===== src/rtl/ctg_pkg.sv =====
package ctg_pkg;

    typedef enum logic {
        MODE_SLOW = 1'b0,
        MODE_FAST = 1'b1
    } cpu_mode_e;

    typedef struct packed {
        logic rise;
        logic fall;
    } cpu_edge_t;

    localparam int SLOW_DIV     = 6;
    localparam int FAST_DIV     = 4;
    localparam int HIGH_CYC     = 2;
    localparam int TMR_DIV      = 24;
    localparam int MSYNC_STAGES = 2;
    localparam int RST_STAGES   = 2;

    function automatic int period_of(cpu_mode_e m, int slow_div, int fast_div);
        return (m == MODE_FAST) ? fast_div : slow_div;
    endfunction

endpackage


===== src/rtl/ctg_rst_sync.sv =====
module ctg_rst_sync
    import ctg_pkg::*;
#(
    parameter int SYNC_STAGES = MSYNC_STAGES,
    parameter int OUT_STAGES  = RST_STAGES
) (
    input  logic clk_i,
    input  logic rst_req_n_i,
    input  logic cpu_rise_i,
    output logic mrst_o,
    output logic cpu_rst_o,
    output logic bus_rst_o
);

    logic [SYNC_STAGES-1:0] msync_q;
    logic [OUT_STAGES-1:0]  chain_q;

    // master-domain reset: immediate assert, release after SYNC_STAGES edges
    always_ff @(posedge clk_i or negedge rst_req_n_i) begin
        if (!rst_req_n_i) msync_q <= '1;
        else              msync_q <= {msync_q[SYNC_STAGES-2:0], 1'b0};
    end

    assign mrst_o = msync_q[SYNC_STAGES-1];

    // output reset: release counted on processor clock rising edges
    always_ff @(posedge clk_i or negedge rst_req_n_i) begin
        if (!rst_req_n_i)    chain_q <= '1;
        else if (mrst_o)     chain_q <= '1;
        else if (cpu_rise_i) chain_q <= {chain_q[OUT_STAGES-2:0], 1'b0};
    end

    assign cpu_rst_o = chain_q[OUT_STAGES-1];
    assign bus_rst_o = chain_q[OUT_STAGES-1];

    p_rst_async_r6: assert property (@(posedge clk_i)
        !rst_req_n_i |-> (cpu_rst_o && bus_rst_o && mrst_o));

    p_rst_rel_r7: assert property (@(posedge clk_i) disable iff (!rst_req_n_i)
        $fell(cpu_rst_o) |-> $past(cpu_rise_i));

endmodule


===== src/rtl/ctg_cpu_div.sv =====
module ctg_cpu_div
    import ctg_pkg::*;
#(
    parameter int SLOW = SLOW_DIV,
    parameter int FAST = FAST_DIV,
    parameter int HIGH = HIGH_CYC
) (
    input  logic      clk_i,
    input  logic      mrst_i,
    input  logic      fast_sel_i,
    output logic      cpu_clk_o,
    output cpu_edge_t edge_o
);

    localparam int W = $clog2(SLOW);

    cpu_mode_e      mode_q;
    logic [W-1:0]   cnt_q, cnt_d, last_v, rise_pt;
    logic           clk_q, wrap;

    always_comb begin
        last_v      = W'(period_of(mode_q, SLOW, FAST) - 1);
        rise_pt     = last_v - W'(HIGH);
        wrap        = (cnt_q == last_v);
        cnt_d       = wrap ? '0 : cnt_q + 1'b1;
        edge_o.rise = !mrst_i && (cnt_q == rise_pt);
        edge_o.fall = !mrst_i && wrap;
    end

    always_ff @(posedge clk_i) begin
        if (mrst_i) begin
            cnt_q  <= '0;
            clk_q  <= 1'b0;
            mode_q <= cpu_mode_e'(fast_sel_i);
        end else begin
            cnt_q <= cnt_d;
            clk_q <= (cnt_d > rise_pt);
            if (wrap) mode_q <= cpu_mode_e'(fast_sel_i);
        end
    end

    assign cpu_clk_o = clk_q;

    p_high_len_r1: assert property (@(posedge clk_i) disable iff (mrst_i)
        $rose(clk_q) |=> clk_q ##1 !clk_q);

    p_mode_hold_r3: assert property (@(posedge clk_i) disable iff (mrst_i)
        !wrap |=> $stable(mode_q));

endmodule


===== src/rtl/ctg_aux_div.sv =====
module ctg_aux_div
    import ctg_pkg::*;
#(
    parameter int TDIV = TMR_DIV
) (
    input  logic clk_i,
    input  logic mrst_i,
    output logic timer_clk_o,
    output logic osc_half_o
);

    localparam int W = $clog2(TDIV);

    logic [W-1:0] tcnt_q, tcnt_d;
    logic         tclk_q, osc_q;

    always_comb begin
        tcnt_d = (tcnt_q == W'(TDIV - 1)) ? '0 : tcnt_q + 1'b1;
    end

    always_ff @(posedge clk_i) begin
        if (mrst_i) begin
            tcnt_q <= '0;
            tclk_q <= 1'b0;
            osc_q  <= 1'b0;
        end else begin
            tcnt_q <= tcnt_d;
            tclk_q <= (tcnt_d >= W'(TDIV / 2));
            osc_q  <= !osc_q;
        end
    end

    assign timer_clk_o = tclk_q;
    assign osc_half_o  = osc_q;

    p_tmr_high_r4: assert property (@(posedge clk_i) disable iff (mrst_i)
        $rose(tclk_q) |=> tclk_q);

    p_osc_toggle_r5: assert property (@(posedge clk_i) disable iff (mrst_i)
        !$past(mrst_i) |-> (osc_q != $past(osc_q)));

endmodule


===== src/rtl/ctg_ready_sync.sv =====
module ctg_ready_sync
    import ctg_pkg::*;
(
    input  logic      clk_i,
    input  logic      mrst_i,
    input  cpu_edge_t edge_i,
    input  logic      wait_n_i,
    output logic      ready_o
);

    logic seen_q, rdy_q;

    always_ff @(posedge clk_i) begin
        if (mrst_i) begin
            seen_q <= 1'b0;
            rdy_q  <= 1'b0;
        end else if (edge_i.rise) begin
            if (!wait_n_i) begin
                seen_q <= 1'b0;
                rdy_q  <= 1'b0;
            end else begin
                seen_q <= 1'b1;
            end
        end else if (edge_i.fall) begin
            if (!wait_n_i) begin
                seen_q <= 1'b0;
                rdy_q  <= 1'b0;
            end else begin
                rdy_q <= seen_q;
            end
        end
    end

    assign ready_o = rdy_q;

    p_ready_drop_r9: assert property (@(posedge clk_i) disable iff (mrst_i)
        ((edge_i.rise || edge_i.fall) && !wait_n_i) |=> !ready_o);

    p_ready_on_fall_r10: assert property (@(posedge clk_i) disable iff (mrst_i)
        $rose(ready_o) |-> $past(edge_i.fall && wait_n_i));

endmodule


===== src/rtl/cpu_timing_gen.sv =====
module cpu_timing_gen
    import ctg_pkg::*;
(
    input  logic clk_i,
    input  logic rst_req_n_i,
    input  logic fast_sel_i,
    input  logic wait_n_i,
    output logic cpu_clk_o,
    output logic timer_clk_o,
    output logic osc_half_o,
    output logic cpu_rst_o,
    output logic bus_rst_o,
    output logic ready_o
);

    logic      mrst;
    cpu_edge_t cpu_edge;

    ctg_rst_sync u_rst (
        .clk_i       (clk_i),
        .rst_req_n_i (rst_req_n_i),
        .cpu_rise_i  (cpu_edge.rise),
        .mrst_o      (mrst),
        .cpu_rst_o   (cpu_rst_o),
        .bus_rst_o   (bus_rst_o)
    );

    ctg_cpu_div u_cdiv (
        .clk_i      (clk_i),
        .mrst_i     (mrst),
        .fast_sel_i (fast_sel_i),
        .cpu_clk_o  (cpu_clk_o),
        .edge_o     (cpu_edge)
    );

    ctg_aux_div u_adiv (
        .clk_i       (clk_i),
        .mrst_i      (mrst),
        .timer_clk_o (timer_clk_o),
        .osc_half_o  (osc_half_o)
    );

    ctg_ready_sync u_rdy (
        .clk_i    (clk_i),
        .mrst_i   (mrst),
        .edge_i   (cpu_edge),
        .wait_n_i (wait_n_i),
        .ready_o  (ready_o)
    );

endmodule


===== config.mk =====
export PLATFORM = sky130hd
export DESIGN_NAME = cpu_timing_gen
export DESIGN_NICKNAME = d
export VERILOG_FILES = /design/src/rtl/ctg_pkg.sv /design/src/rtl/ctg_rst_sync.sv /design/src/rtl/ctg_cpu_div.sv /design/src/rtl/ctg_aux_div.sv /design/src/rtl/ctg_ready_sync.sv /design/src/rtl/cpu_timing_gen.sv
export SDC_FILE = /design/constraint.sdc
export NUM_CORES = 1
export LEC_CHECK = 0
export BUFFER_PORTS_ARGS = -buffer_cell sky130_fd_sc_hd__buf_4
export CAP_MARGIN = 20
export CORE_MARGIN = 10
export CORE_UTILIZATION = 58
export DETAILED_ROUTE_END_ITERATION = 8
export GPL_TIMING_DRIVEN = 1
export HOLD_SLACK_MARGIN = 0.1
export PLACE_DENSITY = 0.86
export SKIP_CTS_REPAIR_TIMING = 1
export SLEW_MARGIN = 10
export SYNTH_ARGS = -nofsm -noshare
export SYNTH_HDL_FRONTEND = slang
export SYNTH_SLANG_ARGS = --single-unit
export TNS_END_PERCENT = 30

===== constraint.sdc =====
create_clock -name clk_i -period 2.6 [get_ports clk_i]
set_clock_uncertainty 0.1 [all_clocks]
set_input_delay 0.13 -clock clk_i [delete_from_list [all_inputs] [get_ports clk_i]]
set_output_delay 0.13 -clock clk_i [all_outputs]
set_load 0.005 [all_outputs]

==> impl_metrics.toml <==
[synthesis]
synth_ff_type = "dfxtp_1"
synth_seq_cells = 18
synth_nets = 81
synth_warnings = 0
synth-edff-count = 1
synth_area_um2 = 790.8
syn-instance-count = 74
yosysSeqAreaShare_pct = 50.00
synth_area_per_cell_um2 = 10.69
async_flop_share_pct = 22.22
synth_cell_types = 34

[grt]
grt_usage_pct = 8.114
grt_pass1_vias = 566
grt_pass1_wl_mm = 2.256
antenna_found_initial = 0
grt_overflow_total = 0
grt_max_degree = 13

[worst_setup_path]
max_stage_delay_ns = 0.54
critical_path.endpoint = "u_cdiv.cpu_clk_o"
startpoint_type = "flip-flop"
endpoint_kind = "flip-flop"
reg2regPathDepth = 6
worst-path-stages = 6
timing.rr.end = "u_cdiv.cpu_clk_o"
arrival_ns = 1.93
path_class = "reg2reg"
crit_chain = "nand4bb_1, and3_1, ha_1, inv_1, o211ai_1, o21ai_1"
r2r-start = "u_cdiv.mode_q"
cp_data_required_time_ns = 2.68
path_max_fanout = 9
cp_num_buf_inv = 1
crit_start = "u_cdiv.mode_q"
cp_slowest_cell = "edfxtp_1"
critical_path.top_delay_family = "simple AND/OR/NAND/NOR gates"
ff2ff_setup_slack_ns = 0.76

[placed_design]
placedInstanceArea_um2 = 835.8
pre_cts_slack_ns = 0.7898
gp_congestion = 0.7837
post-place-cells = 94
portBuffers = 9
dpl.hpwl_mm = 1.017

[final_layout]
area_growth_pct = 12.82
stdcell_count = 100
stdcell_area_um2 = 892.1
diodes = 0
fin_nets = 93
nFillCells = 113
drive_above_1_share_pct = 22.35

[run_status]
outcome = "finished clean"

[clocking]
cts_tree = "yes"
path_clk_slew_ns = 0.11
numCtsBuffers = 3
clk_latency_ns = 0.28
cts-root-buf = "clkbuf_4"
h-tree-depth = 1
clk_path_buf_depth = 2
cts_sinks = 18

[sta]
finalHoldViolCount = 0
max_freq_ghz = 0.5424
drv_slew = 0
final-setup-viol-count = 0
rsz0062_at_grt = "false"
period_share_pct = 70.91
final.min_clock_period_ns = 1.844
setup_tns_ns = 0
fin_ws_ns = 0.7562

[flow_run]
maxCapViolCount = 0

[worst_hold_path]
worstHoldPathType = "in2reg"

[drt]
num_vias = 568
maxUsedRoutingLayer = "met3"
met2_length_um = 656
met3WireLength_um = 98
dr.pass1.iters = 4
drt-initial-drc-count = 9
wl_met1_um = 608
post_drt_wl_per_cell_um = 13.63
ant_nets = 0
via_per_inst = 5.680
routed_wl_mm = 1.363
drc = 0

[floorplanning]
core_um2 = 1301
die_x_um = 56.93
dieArea_um2 = 3240
die_height_um = 56.93
num_rows = 13
io_pins = 10
initial_core_util_pct = 60.77

[power]
leakagePower_nw = 0.3821
ir_drop_mv = 0.3592
powerDensity_nw_per_um2 = 621.4
cell usage after synthesis, drive strengths merged (2+ instances only):
master	instances	area [um2]
a21oi	2	10.01
buf	4	41.29
dfstp	4	105.1
dfxtp	13	260.3
ha	3	37.54
inv	3	11.26
nand3	6	30.03
nor2	5	18.77
nor2b	5	31.28
nor3	2	10.01
o21ai	5	25.02
xnor2	2	17.52
through the flow:
stage / total power (W) / util (%) / hold slack [ns]
2_1_floorplan: 0.0003734 / - / -0.1178
3_3_place_gp: 0.0003863 / 64.23 / -0.006588
3_5_place_dp: 0.0003901 / 64.23 / -0.004790
4_1_cts: 0.0005537 / 67.02 / -0.3118
5_1_grt: 0.0005857 / 68.56 / 0.2026
6_report: 0.0005543 / 68.56 / 0.1705
layer usage:
layer / GRT usage (%) / vias up
li1: - / 282
met1: 8.965 / 265
met2: 15.04 / 21
met3: 2.472 / 0
met4: 1.007 / 0
met5: 0 / -
worst reg2reg max path, delay by kind of cell, from the launching register on:
kind,cells,cell delay [ns]
simple gates,2,0.55
buf+inv,1,0.04
compound gates,2,0.23
fa+ha+maj,1,0.28
flops,1,0.54
layout by cell type (no fill, tap or decap), drive strengths merged, types with 2 or more instances in the layout:
cell         synthesis  layout
dfxtp               13      13
buf                  4       9
nand3                6       6
nor2b                5       5
nor2                 5       5
o21ai                5       5
dfstp                4       4
clkbuf               0       4
inv                  3       3
ha                   3       3
xnor2                2       2
a21oi                2       2
nor3                 2       2
dlygate4sd3          0       2
power by group:
group          switching [W]  internal [W]  leakage, nW  total (W)
Clock              0.0000825     0.0000851       0.0210   0.000168
Combinational      0.0000277     0.0000365        0.203  0.0000642
Sequential         0.0000218      0.000301        0.159   0.000323
worst min path at each step:
stage / depth (start not counted) / from / end
after floorplan: 0 / rst_req_n_i / u_rst.chain_q[0]
after global placement: 1 / rst_req_n_i / u_rst.chain_q[1]
after detailed placement: 1 / rst_req_n_i / u_rst.chain_q[0]
after CTS: 1 / rst_req_n_i / u_rst.chain_q[0]
after global routing: 3 / wait_n_i / u_rdy.ready_o
final: 3 / wait_n_i / u_rdy.ready_o
cell type report:
| class | count | area [um2] | area share (%) |
|---|---|---|---|
| tap | 15 | 18.77 | 2.104 |
| multi-input combinational | 49 | 342.8 | 38.43 |
| timing repair buffer | 11 | 87.58 | 9.818 |
| clock buffer | 4 | 36.28 | 4.067 |
| inverter | 3 | 11.26 | 1.262 |
| sequential | 18 | 395.4 | 44.32 |
registers in the layout (all words and copies together) (netlist names):
register,cells
u_rst.msync_q,2
u_adiv.timer_clk_o,1
u_cdiv.mode_q,1
u_adiv.osc_half_o,1
u_cdiv.cnt_q,3
u_rdy.seen_q,1
u_cdiv.cpu_clk_o,1
u_rdy.ready_o,1
u_rst.chain_q,2
u_adiv.tcnt_q,5
cells by family after synthesis:
family	synth area share (%)
buffers and inverters	6.646
AND/OR/NAND/NOR	20.73
adder cells (fa/ha/maj)	4.747
other	0.4742
XOR/XNOR	3.323
multiplexers	1.266
flip-flops	50.00
AO/OA/AOI/OAI	12.82
Note: power is estimated with default switching activity, not from simulation.
